File: src/rtl/spi_fmt_pkg.sv
package spi_fmt_pkg;

   typedef enum logic [1:0] {
      ST_IDLE  = 2'd0,
      ST_SHIFT = 2'd1,
      ST_TAIL  = 2'd2
   } spi_st_t;

   typedef struct packed {
      logic pol;
      logic pha;
      logic cs_hi;
   } spi_fmt_t;

endpackage

File: src/rtl/spi_fmt_tick.sv
// Half-bit timebase: pulses once every div system cycles while run is high.
module spi_fmt_tick #(
   parameter int DIV_W = 8
) (
   input  logic             clk,
   input  logic             rst_n,
   input  logic             run,
   input  logic [DIV_W-1:0] div,
   output logic             tick
);
   logic [DIV_W-1:0] cnt_q;
   logic [DIV_W-1:0] reload;

   // a setting of 0 or 1 both give one cycle per half bit
   always_comb reload = (div <= DIV_W'(1)) ? '0 : div - DIV_W'(1);

   assign tick = run && (cnt_q == '0);

   always_ff @(posedge clk or negedge rst_n) begin
      if (!rst_n)
         cnt_q <= '0;
      else if (!run || tick)
         cnt_q <= reload;
      else
         cnt_q <= cnt_q - 1'b1;
   end
endmodule

File: src/rtl/spi_fmt_shreg.sv
// Transmit and receive shift registers, MSB first.
module spi_fmt_shreg #(
   parameter int WORD_W = 8
) (
   input  logic              clk,
   input  logic              rst_n,
   input  logic              load,
   input  logic              lead_first,
   input  logic [WORD_W-1:0] load_data,
   input  logic              shift_out,
   input  logic              sample,
   input  logic              finish,
   input  logic              sdi,
   output logic              sdo,
   output logic [WORD_W-1:0] rx_data
);
   logic [WORD_W-1:0] tx_q;
   logic [WORD_W-1:0] rx_q;
   logic              sdo_q;

   always_ff @(posedge clk or negedge rst_n) begin
      if (!rst_n) begin
         tx_q  <= '0;
         rx_q  <= '0;
         sdo_q <= 1'b1;
      end else if (load) begin
         rx_q <= '0;
         if (lead_first) begin
            // delayed-clock format: first bit goes out with chip select
            sdo_q <= load_data[WORD_W-1];
            tx_q  <= {load_data[WORD_W-2:0], 1'b0};
         end else begin
            sdo_q <= 1'b1;
            tx_q  <= load_data;
         end
      end else begin
         if (shift_out) begin
            sdo_q <= tx_q[WORD_W-1];
            tx_q  <= {tx_q[WORD_W-2:0], 1'b0};
         end
         if (finish)
            sdo_q <= 1'b1;
         if (sample)
            rx_q <= {rx_q[WORD_W-2:0], sdi};
      end
   end

   assign sdo     = sdo_q;
   assign rx_data = rx_q;
endmodule

File: src/rtl/spi_fmt_master.sv
module spi_fmt_master
   import spi_fmt_pkg::*;
#(
   parameter int WORD_W = 8,
   parameter int DIV_W  = 8
) (
   input  logic              clk,
   input  logic              rst_n,
   input  logic              start_i,
   input  logic [WORD_W-1:0] tx_byte_i,
   input  logic              pol_i,
   input  logic              pha_i,
   input  logic              cs_hi_i,
   input  logic [DIV_W-1:0]  div_i,
   output logic [WORD_W-1:0] rx_byte_o,
   output logic              busy_o,
   output logic              done_o,
   output logic              sclk_o,
   output logic              sdo_o,
   input  logic              sdi_i,
   output logic              cs_o
);
   localparam int EDGES  = 2 * WORD_W;
   localparam int ECNT_W = $clog2(EDGES);
   localparam logic [ECNT_W-1:0] LAST_EDGE = ECNT_W'(EDGES - 1);

   generate
      if (WORD_W < 2) begin : g_chk_word
         $error("spi_fmt_master: WORD_W must be at least 2");
      end
      if (DIV_W < 1) begin : g_chk_div
         $error("spi_fmt_master: DIV_W must be at least 1");
      end
   endgenerate

   spi_st_t            st_q;
   spi_fmt_t           fmt_q;
   logic [DIV_W-1:0]   div_q;
   logic [ECNT_W-1:0]  edge_q;
   logic               sclk_q;
   logic               done_q;

   logic               busy;
   logic               accept;
   logic [DIV_W-1:0]   div_sel;
   logic               tick;
   logic               edge_ev;
   logic               even_edge;
   logic               last_edge;
   logic               shift_ev;
   logic               sample_ev;
   logic               finish_ev;
   logic               sdo_w;
   logic [WORD_W-1:0]  rx_w;

   assign busy    = (st_q != ST_IDLE);
   assign accept  = start_i && !busy;
   // timebase preloads from the live setting while idle
   assign div_sel = busy ? div_q : div_i;

   spi_fmt_tick #(.DIV_W(DIV_W)) u_tick (
      .clk  (clk),
      .rst_n(rst_n),
      .run  (busy),
      .div  (div_sel),
      .tick (tick)
   );

   assign edge_ev   = tick && (st_q == ST_SHIFT);
   assign even_edge = ~edge_q[0];
   assign last_edge = (edge_q == LAST_EDGE);
   assign finish_ev = tick && (st_q == ST_TAIL);

   // even edges lead (leave idle level), odd edges trail
   always_comb begin
      if (fmt_q.pha) begin
         shift_ev  = edge_ev && even_edge;
         sample_ev = edge_ev && !even_edge;
      end else begin
         shift_ev  = edge_ev && !even_edge && !last_edge;
         sample_ev = edge_ev && even_edge;
      end
   end

   spi_fmt_shreg #(.WORD_W(WORD_W)) u_shreg (
      .clk       (clk),
      .rst_n     (rst_n),
      .load      (accept),
      .lead_first(!pha_i),
      .load_data (tx_byte_i),
      .shift_out (shift_ev),
      .sample    (sample_ev),
      .finish    (finish_ev),
      .sdi       (sdi_i),
      .sdo       (sdo_w),
      .rx_data   (rx_w)
   );

   always_ff @(posedge clk or negedge rst_n) begin
      if (!rst_n) begin
         st_q   <= ST_IDLE;
         fmt_q  <= '0;
         div_q  <= '0;
         edge_q <= '0;
         sclk_q <= 1'b0;
         done_q <= 1'b0;
      end else begin
         done_q <= 1'b0;
         unique case (st_q)
            ST_IDLE: begin
               if (start_i) begin
                  st_q   <= ST_SHIFT;
                  fmt_q  <= '{pol: pol_i, pha: pha_i, cs_hi: cs_hi_i};
                  div_q  <= div_i;
                  edge_q <= '0;
                  sclk_q <= pol_i;
               end
            end
            ST_SHIFT: begin
               if (tick) begin
                  sclk_q <= ~sclk_q;
                  edge_q <= edge_q + 1'b1;
                  if (last_edge)
                     st_q <= ST_TAIL;
               end
            end
            ST_TAIL: begin
               if (tick) begin
                  st_q   <= ST_IDLE;
                  done_q <= 1'b1;
               end
            end
            default: st_q <= ST_IDLE;
         endcase
      end
   end

   assign busy_o    = busy;
   assign done_o    = done_q;
   assign rx_byte_o = rx_w;
   assign sdo_o     = sdo_w;
   assign sclk_o    = busy ? sclk_q : pol_i;
   assign cs_o      = busy ? fmt_q.cs_hi : ~cs_hi_i;
endmodule

File: config.mk
export PLATFORM = sky130hd
export DESIGN_NAME = spi_fmt_master
export DESIGN_NICKNAME = d
export VERILOG_FILES = /design/src/rtl/spi_fmt_pkg.sv /design/src/rtl/spi_fmt_tick.sv /design/src/rtl/spi_fmt_shreg.sv /design/src/rtl/spi_fmt_master.sv
export SDC_FILE = /design/constraint.sdc
export NUM_CORES = 1
export LEC_CHECK = 0
export CORE_MARGIN = 4
export CORE_UTILIZATION = 60
export CTS_BUF_LIST = sky130_fd_sc_hd__clkbuf_8
export DETAILED_ROUTE_END_ITERATION = 7
export HOLD_SLACK_MARGIN = 0.1
export PLACE_DENSITY = 0.95
export SLEW_MARGIN = 25
export SYNTH_ARGS = -nofsm -noshare
export SYNTH_HDL_FRONTEND = slang
export SYNTH_SLANG_ARGS = --single-unit
export TNS_END_PERCENT = 5
File: constraint.sdc
create_clock -name clk -period 3.1 [get_ports clk]
set_clock_uncertainty 0.1 [all_clocks]
set_input_delay 0.62 -clock clk [delete_from_list [all_inputs] [get_ports clk]]
set_output_delay 0.62 -clock clk [all_outputs]
set_load 0.02 [all_outputs]
Word level (Yosys, flattened, before mapping)
Index checks and enable logic that the tools add are counted.
Widths: inputs -> output; s select.
{"block": "totals", "register_bits": 43, "latchBits": 0, "ram_bits": 0, "rom_bits": 0, "input_bits": 23, "memories": 0}
{"block": "op_classes", "add_sub_neg": 3, "n_mul": 0, "div_mod_pow": 0, "order_cmp": 1, "n_eq_ne": 7, "shift": 0, "mux": 29, "bitwise": 3, "n_reduce_logical": 20}
{"cell": "$mux 8", "count": 8}
{"cell": "$sub 8x1->8 const B", "count": 2}
{"cell": "$mux 1", "count": 12}
{"cell": "$le 8x1->1 const B", "count": 1}
{"cell": "$logic_not 8->1", "count": 1}
{"cell": "$mux 2", "count": 4}
{"cell": "$mux 4", "count": 2}
{"cell": "$ne 2x2->1 const B", "count": 4}
{"cell": "$pmux 4 s2", "count": 1}
{"cell": "$reduce_bool 2->1", "count": 4}
{"cell": "$logic_and 1x1->1", "count": 7}
{"cell": "$pmux 2 s3", "count": 1}
{"cell": "$add 4x1->4 const B", "count": 1}
{"cell": "$eq 4x4->1 const B", "count": 1}
{"cell": "$reduce_and 4->1", "count": 1}
{"cell": "$not 1->1", "count": 3}
{"cell": "$reduce_and 3->1", "count": 1}
{"cell": "$reduce_bool 3->1", "count": 1}
{"cell": "$eq 2x1->1 const B", "count": 1}
{"cell": "$eq 2x2->1 const B", "count": 1}
{"cell": "$logic_not 1->1", "count": 2}
{"cell": "$logic_not 2->1", "count": 1}
{"cell": "$pmux 1 s2", "count": 1}
{"cell": "$reduce_and 2->1", "count": 1}
{"cell": "$logic_or 1x1->1", "count": 1}

Logic depth before layout (Yosys ltp)
{"block": "logic_depth", "depth_word": 9, "mapped_depth": 8}

By module
Synthesis repeated with hierarchy kept, for this count alone.
{"block": "hier_totals", "cells_unflattened": 207, "area_unflattened_um2": 2379.8}
{"module": "spi_fmt_master", "n_inst": 1, "cells_per_inst": 80, "area_each_um2": 965.9, "seq_area_each_um2": 450.4}
{"module": "spi_fmt_shreg", "n_inst": 1, "cells_per_inst": 65, "area_each_um2": 825.8, "seq_area_each_um2": 426.7}
{"module": "spi_fmt_tick", "n_inst": 1, "cells_per_inst": 62, "area_each_um2": 588.1, "seq_area_each_um2": 200.2}

Least setup slack after synthesis
OpenSTA, ideal clock, no wires.
{"block": "synth_timing", "path_type": "flip-flop to output port", "from": "register st_q[1]", "to": "output port cs_o", "arrival_time_ps": 1482, "t_required_ps": 2380, "setup_slack_ps": 898, "stages_incl_launch_ff": 5, "path_cell_list": "dfrtp_1 > nor2_1 > inv_1 > clkbuf_1 > o21ai_0"}
{"block": "synth_between", "elab_chain_cells": 2}
{"item": "start: declaration", "line": "spi_fmt_master.sv:36", "source": "spi_st_t st_q;"}
{"item": "start signal: assignment", "line": "spi_fmt_master.sv:101", "source": "st_q <= ST_IDLE;"}
{"item": "start signal: assignment", "line": "spi_fmt_master.sv:112", "source": "st_q <= ST_SHIFT;"}
{"item": "start signal: assignment", "line": "spi_fmt_master.sv:124", "source": "st_q <= ST_TAIL;"}
{"item": "$reduce_bool 2->1", "line": "spi_fmt_master.sv:56", "source": "assign busy = (st_q != ST_IDLE);"}
{"item": "net busy_o", "line": "spi_fmt_master.sv:16", "source": "output logic busy_o,"}
{"item": "$mux 1", "line": "spi_fmt_master.sv:143", "source": "assign cs_o = busy ? fmt_q.cs_hi : ~cs_hi_i;"}
{"item": "end: declaration", "line": "spi_fmt_master.sv:21", "source": "output logic cs_o"}
The timed path passes the listed nets, and every way through them passes these cells.

Worst setup path in the final report
{"block": "layout_timing", "from": "register st_q[1]", "to": "output port cs_o"}
{"block": "layout_between", "elab_chain_cells": 2}
{"item": "$reduce_bool 2->1", "line": "spi_fmt_master.sv:56"}
{"item": "$mux 1", "line": "spi_fmt_master.sv:143"}
No other way between the ends.

==> flow_summary.yaml <==
outcome:
  status: "complete, no violations"
floorplan:
  rows: 22
  die_area_um2: 4900
  core_um2: 3690
  start_util_pct: 62.6
  io_pins: 36
  die_w_um: 70.0
  die_h_um: 70.0
detailed_routing:
  drc: 0
  wl_met3_um: 173
  wl_um: 4820
  wl_met2_um: 2400
  vias_per_cell: 5.69
  firstDrtPassIters: 4
  antenna_left: 0
  top_layer_used: "met4"
  drt-wirelength-per-cell_um: 14.2
  drt-met1-wl_um: 2150
  drtIter0Drc: 105
  num_vias: 1929
min_path:
  hp-class: "input port to async pin"
final_layout:
  area_delta_synth_final_pct: 21.5
  utilization_pct: 76.0
  drive_above_1_share_pct: 7.90
  nets: 316
  num_antenna_cells: 0
synthesis:
  synth_seq_cells: 43
  synth-edff-count: 0
  yosysSeqAreaShare_pct: 46.7
  yosys_warnings: 0
  netlist_top_cells_area: "dfrtp_1 46%, nand2_1 8.8%, mux2i_1 5.2%, o21ai_1 3.7%, xor2_1 3.4%"
  syn_inst: 255
  synthArstFlopShare_pct: 100
  synth_commonest_cells: "54 x nand2_1, 42 x dfrtp_1, 17 x nor2_1, 17 x o21ai_1, 13 x inv_1"
  yosys.area.top_type: "dfrtp_1"
  postSynthAreaPerCell_um2: 9.05
  synth.distinct_cells: 43
  syn_nets: 281
  ys.flop_type: "dfrtp_1"
  synth_top_area_share_pct: 45.6
  syn_area_um2: 2310
  synth_most_common_cell: "nand2_1"
clocking:
  clock_path_buffers: 2
  clk_pin_slew_worst_paths_ps: 80
  cts_buffers: 5
  root_buffer: "clkbuf_8"
  cts_resized: 0
  postCtsSetupBuffers: 0
  cts_tree: "done"
  cts_max_level: 2
  clock_sinks: 43
  ctsHoldBuffers: 0
  clk-insertion-delay-late_ps: 310
global_route:
  grt_max_degree: 44
  grtUsageTotal_pct: 21.3
  grt_pass1_vias: 1870
  overflow: 0
  antenna_found_initial: 0
  grt_pass1_wl_um: 8320
critical_path:
  r2r-start: "u_tick.cnt_q[4]"
  cp-end-kind: "output pin"
  cpPeakStageDelay_ps: 620
  crit_type: "flop to output pin"
  reg2reg_to: "u_tick.cnt_q[5]"
  crit_chain: "nor2_1, inv_1, o21ai_0, clkdlybuf4s50_1"
  path_max_fanout: 12
  endpoint: "cs_o"
  cp.arrival_ps: 1890
  r2r_slack_ps: 720
  critPathSlowestCell: "clkdlybuf4s50_1"
  start_kind: "flop"
  crit_required_ps: 2380
  worst-r2r-cell-count: 5
  crit_path_start: "st_q[1]"
sta:
  rsz0062_at_grt: "no"
  setup_viol: 0
  final_max_slew_viol_count: 0
  worst_pin_slew_ps: 641
  tns_ps: 0
  slew_headroom_pct: 57.3
  period_share_pct: 84.1
  final-hold-violation-count: 0
  worst_slack_ps: 494
  fin_crit_ps: 2610
  fmax_mhz: 384
place:
  pre_cts_ws_ps: 562
  dp_hpwl_um: 3470
  port_buffers: 35
  gp_congestion: 0.959
power:
  power.density_nw_per_um2: 380
  ir_drop_mv: 0.354
  total_power_mw: 1.06
  p_leak_nw: 1.22
flow_run:
  cap_violations: 0
-- area by class of cell --
class	count	area [um2]
multi-input cells	188	1120
clock buffers	6	82.6
fillers	272	886
repair buffers	39	378
clock inverters	2	35.0
inverters	13	48.8
well taps	48	60.1
flip-flops and latches	43	1080
-- state kept, by name, summed over array words and instances (netlist names) --
register and cells:
div_q 8, u_shreg.rx_data 8, u_shreg.tx_q 8, u_tick.cnt_q 8, edge_q 4, fmt_q 2
st_q 2, done_o 1, sclk_q 1, u_shreg.sdo 1
-- cell families after synthesis --
kind of cell	count (synthesis)	share of synthesized area, %
fa+ha+maj	3	1.63
mux	13	5.69
simple gates	110	22.8
compound gates	47	12.7
flops	43	46.7
xor+xnor	15	5.69
buf+inv	24	4.72
-- layer usage --
layer	vias to the layer above	track usage, %
li1	943	-
met1	939	27.7
met2	37	34.0
met3	10	4.46
met4	0	9.79
met5	-	0
-- worst max-delay path, delay by kind of cell, from the launching register on --
| kind | cells | cell delay (ps) |
|---|---|---|
| buffers and inverters | 2 | 810 |
| AOI/OAI and AO/OA | 1 | 190 |
| and+or+nand+nor | 1 | 150 |
| DFF | 1 | 430 |
-- where the power goes --
part	total (mW)	switching, mW	internal, mW
clock network	0.449	0.188	0.260
registers	0.560	0	0.560
logic	0.0551	0.0248	0.0304
-- cells in the final DEF (no fill, tap or decap), types with 3 or more instances in the layout --
master	count
buf_4	5
nor4_1	3
mux2i_1	12
inv_1	13
nor2_1	17
o21ai_0	5
nand2_1	54
dfrtp_1	42
nand3_1	11
clkbuf_8	6
xor2_1	9
o21ai_1	17
a21oi_1	9
o22ai_1	3
ha_1	3
nor2b_1	3
nand2b_1	4
nor3_1	4
xnor2_1	6
clkdlybuf4s50_1	34
-- how the worst min path moves through the flow --
| stage | startpoint | end | slack (ps) | cells after the start |
|---|---|---|---|---|
| final | rst_n | fmt_q[0] | 180 | 1 |
| after global routing | rst_n | fmt_q[0] | 230 | 1 |
| after CTS | rst_n | fmt_q[0] | 370 | 1 |
| after detailed placement | fmt_q[0] | fmt_q[0] | 370 | 2 |
| after global placement | div_q[4] | div_q[4] | 360 | 2 |
| after floorplan | rst_n | div_q[0] | 220 | 0 |
-- metrics by stage --
step / instance area [um2] / hold WS (ps) / cells
after floorplan: 2310 / 224 / 255
after global placement: 2680 / 356 / 331
after detailed placement: 2680 / 374 / 331
after CTS: 2800 / 366 / 339
after global routing: 2800 / 229 / 339
final: 2800 / 181 / 339
Note: power is estimated with default switching activity, not from simulation.
